==> config.mk <==
export PLATFORM = sky130hd
export DESIGN_NAME = rtc_timebase
export DESIGN_NICKNAME = d
export VERILOG_FILES = /design/src/rtl/rtc_timebase_pkg.sv /design/src/rtl/rtc_regs.sv /design/src/rtl/rtc_prescaler.sv /design/src/rtl/rtc_timebase.sv
export SDC_FILE = /design/constraint.sdc
export NUM_CORES = 1
export LEC_CHECK = 0
export ABC_AREA = 0
export BUFFER_PORTS_ARGS = -buffer_cell sky130_fd_sc_hd__buf_2
export CORE_MARGIN = 1.5
export CORE_UTILIZATION = 50
export DETAILED_ROUTE_END_ITERATION = 10
export GPL_TIMING_DRIVEN = 1
export PLACE_DENSITY = 0.78
export SETUP_SLACK_MARGIN = 0.4
export SYNTH_ARGS = -nofsm -noshare
export SYNTH_HDL_FRONTEND = slang
export SYNTH_SLANG_ARGS = --single-unit
==> constraint.sdc <==
create_clock -name clk -period 3.6 [get_ports clk]
set_clock_uncertainty 0.1 [all_clocks]
set_input_delay 0.72 -clock clk [delete_from_list [all_inputs] [get_ports clk]]
set_output_delay 0.72 -clock clk [all_outputs]
set_load 0.02 [all_outputs]
==> src/rtl/rtc_timebase_pkg.sv <==
package rtc_timebase_pkg;
    typedef enum logic {W_OPEN, W_BUSY} wr_state_t;
    typedef enum logic {P_STEADY, P_TRIM} pre_state_t;

    localparam logic SEL_TRIM = 1'b0;
    localparam logic SEL_CTRL = 1'b1;

    // control fields by write rule
    localparam logic [15:0] CTRL_FREE_M = 16'hDC30; // 15,14,12:10,5:4
    localparam logic [15:0] CTRL_IDLE_M = 16'h03C6; // 9:6,2:1 need !busy
    localparam logic [15:0] CTRL_RUN_M  = 16'h0001; // needs unlock & !busy
    localparam logic [15:0] CTRL_LOCK_M = 16'h2000; // needs run == 0
    localparam int          CTRL_UNLOCK = 15;
    localparam int          CTRL_BUSY   = 3;
endpackage

==> src/rtl/rtc_regs.sv <==
module rtc_regs
    import rtc_timebase_pkg::*;
#(
    parameter int BUSY_CYC = 4
) (
    input  logic        clk,
    input  logic        rst_n,
    input  logic        wr_en,
    input  logic        wr_sel,
    input  logic [15:0] wr_data,
    output logic [7:0]  trim_q,
    output logic [15:0] ctrl_q,
    output logic [7:0]  trim_act,
    output logic        run_act
);
    localparam int CNT_W = (BUSY_CYC > 1) ? $clog2(BUSY_CYC) : 1;
    localparam logic [CNT_W-1:0] CNT_LOAD = CNT_W'(BUSY_CYC - 1);

    wr_state_t        st, st_n;
    logic [CNT_W-1:0] cnt;
    logic [7:0]       trim_r;
    logic [15:0]      ctrl_r;
    logic             busy, unlocked, trim_ok, run_ok, ctrl_wr;
    logic [15:0]      wmask;

    always_comb begin
        busy     = (st == W_BUSY);
        unlocked = ctrl_r[CTRL_UNLOCK];
        ctrl_wr  = wr_en && (wr_sel == SEL_CTRL);
        trim_ok  = wr_en && (wr_sel == SEL_TRIM) && unlocked && !busy;
        run_ok   = ctrl_wr && unlocked && !busy;
        wmask    = CTRL_FREE_M
                 | (busy      ? 16'h0 : CTRL_IDLE_M)
                 | (run_ok    ? CTRL_RUN_M : 16'h0)
                 | (ctrl_r[0] ? 16'h0 : CTRL_LOCK_M);
    end

    always_comb begin
        st_n = st;
        unique case (st)
            W_OPEN: if (trim_ok || run_ok) st_n = W_BUSY;
            W_BUSY: if (cnt == '0)         st_n = W_OPEN;
            default: st_n = W_OPEN;
        endcase
    end

    always_ff @(posedge clk or negedge rst_n) begin
        if (!rst_n) begin
            st  <= W_OPEN;
            cnt <= '0;
        end else begin
            st <= st_n;
            if (st == W_OPEN) cnt <= CNT_LOAD;
            else if (cnt != '0) cnt <= cnt - 1'b1;
        end
    end

    always_ff @(posedge clk or negedge rst_n) begin
        if (!rst_n) begin
            trim_r   <= '0;
            ctrl_r   <= '0;
            trim_act <= '0;
            run_act  <= 1'b0;
        end else begin
            if (trim_ok) trim_r <= {wr_data[7], 3'b000, wr_data[3:0]};
            if (ctrl_wr) ctrl_r <= (ctrl_r & ~wmask) | (wr_data & wmask);
            if (st == W_BUSY && st_n == W_OPEN) begin
                trim_act <= trim_r;
                run_act  <= ctrl_r[0];
            end
        end
    end

    always_comb begin
        trim_q = trim_r;
        ctrl_q = ctrl_r;
        ctrl_q[CTRL_BUSY] = busy;
    end
endmodule

==> src/rtl/rtc_prescaler.sv <==
module rtc_prescaler
    import rtc_timebase_pkg::*;
#(
    parameter int PRE_PERIOD = 32768,
    parameter int DECADE     = 10,
    parameter int TRIM_UNIT  = 8,
    parameter int SEC_W      = 32
) (
    input  logic             clk,
    input  logic             rst_n,
    input  logic             tick_en,
    input  logic             run,
    input  logic [7:0]       trim,
    output logic             sec_tick,
    output logic [SEC_W-1:0] sec_count
);
    localparam int PRE_W = $clog2(PRE_PERIOD);
    localparam int DEC_W = $clog2(DECADE);
    localparam int ADJ_W = $clog2(15 * TRIM_UNIT + 1);
    localparam logic [PRE_W:0]   PERIOD_V = (PRE_W+1)'(PRE_PERIOD);
    localparam logic [DEC_W-1:0] DEC_LAST = DEC_W'(DECADE - 1);
    localparam logic [ADJ_W-1:0] UNIT_V   = ADJ_W'(TRIM_UNIT);

    pre_state_t       st, st_n;
    logic [PRE_W-1:0] pre;
    logic [DEC_W-1:0] dec;
    logic [ADJ_W-1:0] adj_left, load_amt;
    logic             adj_add;
    logic             advance, wrap, boundary;
    logic [1:0]       step;
    logic [PRE_W:0]   nxt;

    always_comb begin
        advance = tick_en && run;
        if (st == P_TRIM) step = adj_add ? 2'd2 : 2'd0;
        else              step = 2'd1;
        nxt      = {1'b0, pre} + (PRE_W+1)'(step);
        wrap     = (nxt >= PERIOD_V);
        boundary = advance && wrap && (dec == DEC_LAST);
        load_amt = ADJ_W'(trim[3:0]) * UNIT_V;
    end

    always_comb begin
        st_n = st;
        unique case (st)
            P_STEADY: if (boundary && load_amt != '0) st_n = P_TRIM;
            P_TRIM: begin
                if (boundary)                               st_n = (load_amt != '0) ? P_TRIM : P_STEADY;
                else if (advance && adj_left == ADJ_W'(1)) st_n = P_STEADY;
            end
            default: st_n = P_STEADY;
        endcase
    end

    always_ff @(posedge clk or negedge rst_n) begin
        if (!rst_n) st <= P_STEADY;
        else        st <= st_n;
    end

    always_ff @(posedge clk or negedge rst_n) begin
        if (!rst_n) begin
            pre       <= '0;
            dec       <= '0;
            adj_left  <= '0;
            adj_add   <= 1'b0;
            sec_tick  <= 1'b0;
            sec_count <= '0;
        end else begin
            sec_tick <= advance && wrap;
            if (advance) begin
                pre <= wrap ? PRE_W'(nxt - PERIOD_V) : PRE_W'(nxt);
                if (wrap) begin
                    sec_count <= sec_count + 1'b1;
                    dec       <= (dec == DEC_LAST) ? '0 : dec + 1'b1;
                end
                if (boundary) begin
                    adj_left <= load_amt;
                    adj_add  <= trim[7];
                end else if (st == P_TRIM) begin
                    adj_left <= adj_left - 1'b1;
                end
            end
        end
    end
endmodule

==> src/rtl/rtc_timebase.sv <==
module rtc_timebase
    import rtc_timebase_pkg::*;
#(
    parameter int PRE_PERIOD = 32768,
    parameter int DECADE     = 10,
    parameter int TRIM_UNIT  = 8,
    parameter int BUSY_CYC   = 4,
    parameter int SEC_W      = 32
) (
    input  logic             clk,
    input  logic             rst_n,
    input  logic             tick_en,
    input  logic             wr_en,
    input  logic             wr_sel,
    input  logic [15:0]      wr_data,
    output logic [7:0]       trim_q,
    output logic [15:0]      ctrl_q,
    output logic             sec_tick,
    output logic [SEC_W-1:0] sec_count
);
    logic [7:0] trim_act;
    logic       run_act;

    rtc_regs #(.BUSY_CYC(BUSY_CYC)) u_regs (
        .clk      (clk),
        .rst_n    (rst_n),
        .wr_en    (wr_en),
        .wr_sel   (wr_sel),
        .wr_data  (wr_data),
        .trim_q   (trim_q),
        .ctrl_q   (ctrl_q),
        .trim_act (trim_act),
        .run_act  (run_act)
    );

    rtc_prescaler #(
        .PRE_PERIOD (PRE_PERIOD),
        .DECADE     (DECADE),
        .TRIM_UNIT  (TRIM_UNIT),
        .SEC_W      (SEC_W)
    ) u_pre (
        .clk       (clk),
        .rst_n     (rst_n),
        .tick_en   (tick_en),
        .run       (run_act),
        .trim      (trim_act),
        .sec_tick  (sec_tick),
        .sec_count (sec_count)
    );
endmodule

==> results.json <==
{
  "place.gp.congestion": 0.801,
  "viasPerCell": 5.26,
  "synth_flop_cell": "dfrtp_1",
  "io_pins": 78,
  "synth_edf_count": 0,
  "crit_path_cell_trace": "nand2_1 > inv_1 > ha_1 > a21oi_1 > nor4_4 > buf_4 > and4_1 > or4_1 > o21ai_0",
  "grt_remaining_overflow": 0,
  "dr_total_vias": 2855,
  "ir_worst_vdd_v": 0.000388,
  "cts_buffers": 9,
  "initialDrtViolationCount": 95,
  "row_count": 32,
  "cts_root_buf": "clkbuf_8",
  "drv_cap": 0,
  "ctsResizeCount": 0,
  "ys_ff_latch": 90,
  "antenna_found_initial": 0,
  "crit_required_ns": 3.76,
  "cts_setup_buffers": 0,
  "synthArstFlopShare_pct": 100,
  "critPathBufInv": 2,
  "fp.dieW_um": 93.6,
  "dr.pass1.iters": 4,
  "syn_inst": 358,
  "start_util_pct": 52.2,
  "tightest_slew_ns": 0.790,
  "hpwlAfterDp_mm": 5.57,
  "period_needed_ns": 2.61,
  "first_global_vias": 2911,
  "hold_buffers": 0,
  "cts_tree": "built",
  "layout.nets": 465,
  "setup_viol_count_final": 0,
  "hold_slack_ns": 0.242,
  "clock-sinks": 90,
  "critPathArrivalTime_ns": 2.77,
  "grt_pass1_wl_mm": 13.0,
  "yosysWarnings": 0,
  "fmax_ghz": 0.383,
  "die_h_um": 93.6,
  "drive_above_1_share_pct": 29.7,
  "grt_max_degree": 45,
  "max_slew_margin_pct": 46.9,
  "path_max_fanout": 12,
  "path_class": "reg2reg",
  "groute.usage.overall_pct": 19.0,
  "status": "finished clean",
  "dieArea_um2": 8750,
  "drv_slew": 0,
  "rsz0062_at_grt": "no",
  "h-tree-depth": 3,
  "syn-cell-area_um2": 4100,
  "diodes": 0,
  "synth_area_leader_cell": "dfrtp_1",
  "clock_latency_ns": 0.35,
  "netlist.area_leader.share_pct": 54.9,
  "hp-class": "in2async",
  "syn2layout_area_growth_pct": 17.0,
  "ys_seq_area_share_pct": 54.9,
  "leakagePower_nw": 2.35,
  "cp-start-kind": "flip-flop",
  "path_clk_slew_ns": 0.08,
  "crit_family": "simple AND/OR/NAND/NOR gates",
  "final.period_utilization_pct": 72.5,
  "hold_violations": 0,
  "routed_wl_mm": 7.66,
  "cpPeakStageDelay_ns": 0.51,
  "p_per_area_nw_per_um2": 544,
  "syn_area_per_cell_um2": 11.5,
  "clk_path_buf_depth": 2,
  "final.setup.tns_ns": 0,
  "drcViolationCount": 0,
  "synth_area_leaders": "dfrtp_1, mux2_2, xnor2_1, xor2_1, nand2_1",
  "end_kind": "flip-flop",
  "io_buffer_count": 74,
  "core-area_um2": 7850,
  "final_antenna_net_count": 0,
  "synth_cell_types": 46,
  "cp_slowest_cell": "or4_1",
  "post_drt_wl_per_cell_um": 14.1
}
[where the power goes]
| part | switching, mW | leakage, nW | internal [mW] |
|---|---|---|---|
| combinational | 0.291 | 1.09 | 0.225 |
| clock | 0.340 | 0.120 | 0.480 |
| sequential | 0.110 | 1.14 | 1.17 |
[cell families (layout without fill, tap and decap cells)]
logic type,Yosys count,in the layout,share of synthesized area [%]
buffers and inverters,30,111,3.54
flip-flops,90,90,54.9
multiplexers,29,29,7.90
other,1,3,0.0915
adder cells (fa/ha/maj),7,7,2.32
XOR/XNOR,47,47,10.0
AND/OR/NAND/NOR,133,133,17.8
AO/OA/AOI/OAI,21,21,3.42
[cell usage after synthesis, types with 2 or more instances]
cell	n
and3_1	2
nand2_1	40
buf_2	2
ha_1	6
nand3_1	13
o21ai_0	5
nor3_1	14
inv_1	19
mux2i_1	2
a21oi_1	5
nor2b_1	3
xor2_1	20
clkbuf_1	3
and2_1	3
nand4_1	11
dfrtp_1	90
mux2_2	27
buf_4	4
a21o_1	3
o211ai_1	2
buf_6	2
nor4_1	5
xnor2_1	27
nor3_2	3
nor2_1	21
nand3_2	2
nand4_2	2
or3_1	4
[per-layer routing]
metal | vias up | global-route usage (%) | wire, µm
met2 | 92 | 31.8 | 3990
met3 | 8 | 4.63 | 350
li1 | 1364 | - | -
met5 | - | 0 | 0
met4 | 0 | 7.84 | 80
met1 | 1391 | 23.4 | 3230
[final timing paths]
kind                                                 start  slack, ns  depth (start not counted)                               to
setup / recovery                        u_pre.st$_DFF_PN0_       0.99                          9    u_pre.adj_left[2]$_DFFE_PN0P_
max in group asynchronous                            rst_n       2.41                          2                        async pin
setup reg to reg                        u_pre.st$_DFF_PN0_       0.99                          9    u_pre.adj_left[2]$_DFFE_PN0P_
min in group clk           u_pre.sec_count[31]$_DFFE_PN0P_       0.38                          1  u_pre.sec_count[31]$_DFFE_PN0P_
hold / removal                                       rst_n       0.24                          1   u_pre.sec_count[4]$_DFFE_PN0P_
hold reg to reg            u_pre.sec_count[31]$_DFFE_PN0P_       0.38                          1  u_pre.sec_count[31]$_DFFE_PN0P_
[layout make-up]
cell class | instances | area (µm²)
Clock buffer | 11 | 141
Multi-Input combinational cell | 240 | 1710
Inverter | 19 | 71.3
Sequential cell | 90 | 2250
Tap cell | 102 | 128
Clock inverter | 4 | 98.8
Fill cell | 660 | 3050
Timing Repair Buffer | 77 | 395
[cell usage in the layout, fill, tap and decap left out, types with 5 or more instances in the layout]
master / instances
dfrtp_1: 90
mux2_2: 27
nor2_1: 21
buf_2: 73
a21oi_1: 5
nor4_1: 5
o21ai_0: 5
xnor2_1: 27
ha_1: 6
nand4_1: 11
xor2_1: 20
inv_1: 19
nand3_1: 13
nand2_1: 40
clkbuf_8: 10
nor3_1: 14
[flip-flops by register name, indices dropped and copies added (netlist names), 2 cells and up, named ones only]
register / cells
u_pre.pre: 15
u_regs.ctrl_r: 7
u_regs.trim_q: 5
u_pre.sec_count: 32
u_regs.trim_act: 5
u_pre.adj_left: 7
u_regs.cnt: 2
u_pre.dec: 4
[worst register-to-register path, stage by stage, from the launching register on]
cell and delay (ns):
dfrtp_1 0.44, nand2_1 0.14, inv_1 0.06, ha_1 0.27
a21oi_1 0.32, nor4_4 0.08, buf_4 0.21, and4_1 0.30
or4_1 0.51, o21ai_0 0.09
[per-stage QoR]
stage	utilization (%)	power [mW]	instance area, µm²	setup WS [ns]	std cells
floorplan	-	1.64	4110	1.35	360
global placement	58.1	1.79	4560	0.909	528
detailed placement	58.1	1.82	4560	0.838	528
CTS	61.1	2.64	4800	0.992	543
global route	61.1	2.75	4800	0.800	543
finish	61.1	2.61	4800	0.991	543
Note: power is estimated with default switching activity, not from simulation.
